[config.mk]
export PLATFORM = sky130hd
export DESIGN_NAME = planar_read_unit
export DESIGN_NICKNAME = d
export VERILOG_FILES = /design/src/rtl/planar_read_unit.sv
export SDC_FILE = /design/constraint.sdc
export NUM_CORES = 1
export LEC_CHECK = 0
export BUFFER_PORTS_ARGS = -buffer_cell sky130_fd_sc_hd__buf_2
export CAP_MARGIN = 25
export CELL_PAD_IN_SITES_DETAIL_PLACEMENT = 1
export CELL_PAD_IN_SITES_GLOBAL_PLACEMENT = 2
export CORE_MARGIN = 2
export CORE_UTILIZATION = 28
export DETAILED_ROUTE_END_ITERATION = 16
export PLACE_DENSITY_LB_ADDON = 0.05
export SYNTH_ARGS = -nofsm -noshare
export SYNTH_HDL_FRONTEND = slang
export SYNTH_SLANG_ARGS = --single-unit
[constraint.sdc]
create_clock -name clk -period 2.1 [get_ports clk]
set_input_delay 0.42 -clock clk [delete_from_list [all_inputs] [get_ports clk]]
set_output_delay 0.42 -clock clk [all_outputs]
set_load 0.02 [all_outputs]
[src/rtl/planar_read_unit.sv]
module planar_read_unit #(
  parameter int PLANES = 4,
  parameter int PW     = 8,
  localparam int DW    = PLANES * PW,
  localparam int SW    = $clog2(PLANES)
) (
  input  logic          clk,
  input  logic          rst_n,
  input  logic          rd_valid,
  input  logic [DW-1:0] rd_data,
  input  logic [SW-1:0] rd_addr_lo,
  input  logic          rd_mode,
  input  logic [SW-1:0] map_sel,
  input  logic          chain4,
  input  logic          odd_even,
  input  logic [PLANES-1:0] cmp_color,
  input  logic [PLANES-1:0] care_mask,
  output logic [PW-1:0] host_byte,
  output logic [DW-1:0] latch_q
);

  logic [SW-1:0] plane_idx;
  logic [PW-1:0] sel_byte;
  logic [PW-1:0] cmp_byte;

  always_comb begin
    if (chain4)        plane_idx = rd_addr_lo;
    else if (odd_even) plane_idx = {map_sel[SW-1:1], rd_addr_lo[0]};
    else               plane_idx = map_sel;
  end

  assign sel_byte = rd_data[plane_idx*PW +: PW];

  always_comb begin
    for (int n = 0; n < PW; n++) begin
      cmp_byte[n] = 1'b1;
      for (int b = 0; b < PLANES; b++)
        if (care_mask[b] && (rd_data[b*PW+n] != cmp_color[b]))
          cmp_byte[n] = 1'b0;
    end
  end

  always_ff @(posedge clk) begin
    if (!rst_n) begin
      latch_q   <= '0;
      host_byte <= '0;
    end else if (rd_valid) begin
      latch_q   <= rd_data;
      host_byte <= rd_mode ? cmp_byte : sel_byte;
    end
  end

  p_latch_load_r1: assert property (@(posedge clk) disable iff (!rst_n)
    rd_valid |=> latch_q == $past(rd_data));

  p_idle_hold_r2: assert property (@(posedge clk) disable iff (!rst_n)
    !rd_valid |=> $stable(latch_q) && $stable(host_byte));

  p_reset_clear_r3: assert property (@(posedge clk)
    !rst_n |=> latch_q == '0 && host_byte == '0);

  p_chain4_plane_r5: assert property (@(posedge clk) disable iff (!rst_n)
    rd_valid && !rd_mode && chain4 |=>
      host_byte == PW'($past(rd_data) >> ($past(rd_addr_lo) * PW)));

  p_all_excluded_r10: assert property (@(posedge clk) disable iff (!rst_n)
    rd_valid && rd_mode && care_mask == '0 |=> host_byte == '1);

endmodule

After elaboration in Yosys (flattened, before gate mapping)
Cells that the tools add are included.
{"block": "word_totals", "reg_bits": 40, "inputBits": 50, "wordCells": 102}
{"block": "op_classes", "eq_ne": 32, "shifts": 1, "muxes": 35, "reduce_logical": 32}
{"operator": "$mux W1", "count": 33}
{"operator": "$logic_and A1 B1 Y1", "count": 32}
{"operator": "$ne A1 B1 Y1", "count": 32}
{"operator": "$shiftx A32 B6 Y8", "count": 1}
{"operator": "$mux W8", "count": 1}
{"operator": "$mux W2", "count": 1}

Longest topological paths before layout
{"block": "depth", "depth_word": 7, "depth_mapped": 5, "ltp_nobuf": 4}

Least setup slack after synthesis
Ideal clock, no wire load.
{"block": "synth_timing", "path_type": "in2reg", "start": "input chain4", "end": "register host_byte[7]", "setup_time_ps": 121, "arrival_time_ps": 1639, "setup_slack_ps": 340, "cell_stages": 5, "n_path_buf": 1, "cell_sequence": "mux2i_2 > buf_6 > mux2_1 > a221oi_1 > o21ai_1"}
{"block": "synth_via", "elab_chain_len": 3}
{"item": "start, declared", "line_no": "14", "text": "input logic chain4,"}
{"item": "$mux W2", "line_no": "27", "text": "if (chain4) plane_idx = rd_addr_lo;"}
{"item": "$shiftx A32 B6 Y8", "line_no": "32", "text": "assign sel_byte = rd_data[plane_idx*PW +: PW];"}
{"item": "$mux W8", "line_no": "49", "text": "host_byte <= rd_mode ? cmp_byte : sel_byte;"}
{"item": "end signal, assigned", "line_no": "49"}
{"item": "end, declared", "line_no": "18", "text": "output logic [PW-1:0] host_byte,"}
Every way passes these cells.
A chain may end at the register's enable or synchronous reset.

Worst setup path in the final report
{"block": "layout_timing", "start": "input chain4", "end": "register host_byte[3]"}
Same word-level chain as after synthesis.

==> qor.yml <==
synth:
  synth.distinct_cells: 24
  netlist_area_sq_um: 2230
  synthArstFlopShare_pct: 0
  synth_nets: 277
  synth_edf_count: 0
  yosysWarningCount: 0
  yosys_register_bits: 40
  synthTopCellsByCount: "dfxtp_1, mux2i_1, nor2b_1, xor2_1, clkbuf_1"
  yosysMostFrequentCell: "dfxtp_1"
  synthFlopType: "dfxtp_1"
  yosysSeqAreaShare_pct: 35.9
  synthTopCellsByArea: "dfxtp_1, mux2i_1, xor2_1"
  syn_inst: 227
  synth_top_area_share_pct: 35.9
  syn-mean-instance-area_sq_um: 9.82
  yosysTopAreaCell: "dfxtp_1"
sta:
  finalCritPeriodShare_pct: 75.2
  setup_violations: 0
  finalHoldViolations: 0
  relSlewSlack_pct: 75.2
  worst_slew_pin_slew_ns: 0.373
  max_freq_mhz: 633
  final_max_slew_viol_count: 0
  holdWs_ns: 0.432
  clock_skew_ns: 0
  post-route-min-period_ns: 1.58
  rsz0062_at_grt: "false"
  fin_tns_setup_ns: 0
detailed_routing:
  dr.first_iter.drc_count: 50
  wl_mm: 7.39
  firstDrtPassIters: 5
  antenna_left: 0
  routedWlPerCell_microns: 18.0
  via_per_inst: 4.90
  detailroute.via_count: 2013
  drc_errors: 0
place:
  place_congestion: 0.723
  portBuffers: 89
  dp_hpwl_mm: 5.44
  place_inst: 403
  placed_area_sq_um: 2770
cells_and_area:
  nets: 358
  multiInputGateArea_sq_um: 1340
  area_growth_pct: 28.1
  fill_cells: 909
  drive_gt1_share_pct: 35.9
  instances_no_fill: 411
  postLayoutCoreUtil_pct: 37.0
  antenna_cells: 0
  stdcell_area_sq_um: 2860
  seq_area_sq_um: 801
cts:
  cts_buffer_depth: 2
  clkTransAtPathRegs_ns: 0.08
  htree_levels: 2
  post_cts.repair.setup_buffers: 0
  cts_tree: "yes"
  cts.repair.resized: 0
  numCtsBuffers: 5
  hold_buffers: 0
  clock_latency_ns: 0.29
  root_buffer: "clkbuf_8"
  clock-sinks: 40
critical_path:
  rr_worst_depth: 2
  crit_fanout: 16
  end_kind: "register"
  cp_data_required_time_ns: 2.28
  arrival_ns: 1.76
  crit_type: "in2reg"
  startpoint_type: "input pin"
grt:
  grt.overflow.total: 0
  grt_antenna_before_repair: 0
  grt_pass1_vias: 2041
  grt_max_degree: 41
  grt_usage_pct: 17.2
  grt_pass1_wl_mm: 11.4
job:
  cap_viol_max_count: 0
floorplanning:
  floorplan.initialDensity_pct: 28.9
  core-area_sq_um: 7730
  die_area_sq_um: 8690
  die_h_microns: 93.2
  die_w_microns: 93.2
  io_pins: 90
  rows: 32
min_path:
  hp-class: "in2reg"
  min_path_cells: 3
power_and_ir_drop:
  p_per_area_nw_per_um2: 652
  vdd_drop_max_mv: 0.324
  leakage_uw: 0.00135
status:
  outcome: "finished clean"
==> layer usage <==
metal / vias up / track usage (%) / part of all wire (%)
met1: 988 / 24.5 / 50
met2: 57 / 26.2 / 44
li1: 962 / - / -
met4: 0 / 3.31 / 0.69
met3: 6 / 4.35 / 5.3
met5: - / 0 / 0
==> cells by family (layout without fill, tap and decap cells) <==
| family | Yosys count | in the layout | share of synthesized area [%] |
|---|---|---|---|
| simple gates | 51 | 51 | 13.0 |
| mux | 49 | 49 | 23.4 |
| flops | 40 | 40 | 35.9 |
| compound gates | 34 | 34 | 11.1 |
| xor+xnor | 32 | 32 | 12.6 |
| buf+inv | 21 | 103 | 4.04 |
==> worst paths after layout <==
path,start,slack [ns],to
max reg2reg,host_byte[2],1.43,host_byte[2]
min,rd_data[25],0.43,latch_q[25]
min reg2reg,latch_q[0],0.51,latch_q[0]
max,chain4,0.52,host_byte[3]
==> stage by stage <==
stage	total power, uW	setup WS (ns)
CTS	1900	0.516
global route	1960	0.450
finish	1860	0.520
detailed placement	1340	0.213
floorplan	1150	0.340
global placement	1330	0.271
==> registers in the layout, indices dropped and copies added (netlist names) <==
signal / flops
host_byte: 8
latch_q: 32
==> worst max-delay path: stages <==
cell      delay [ns]
buf_2           0.12
mux2i_2         0.28
buf_12          0.20
mux2_2          0.34
a221oi_1        0.30
o21ai_1         0.09
==> report_power, final <==
part | total [uW] | internal [uW] | switching, uW | leakage (uW)
sequential | 833 | 809 | 23.7 | 0.000331
clock | 549 | 269 | 281 | 0.0000455
combinational | 479 | 206 | 273 | 0.000976
==> cell usage in the layout, fill, tap and decap left out, drive strengths merged, types with 16 or more instances in the layout <==
master,instances
buf,94
dfxtp,40
mux2i,33
nor2b,32
xor2,32
o21ai,16
mux2,16
==> final cells by class <==
type,instances,share of cell area (%)
Multi-Input combinational cell,166,46.9
Sequential cell,40,28.0
Timing Repair Buffer,94,17.3
Tap cell,102,4.47
Clock buffer,8,3.15
Inverter,1,0.131
Note: power is estimated with default switching activity, not from simulation.
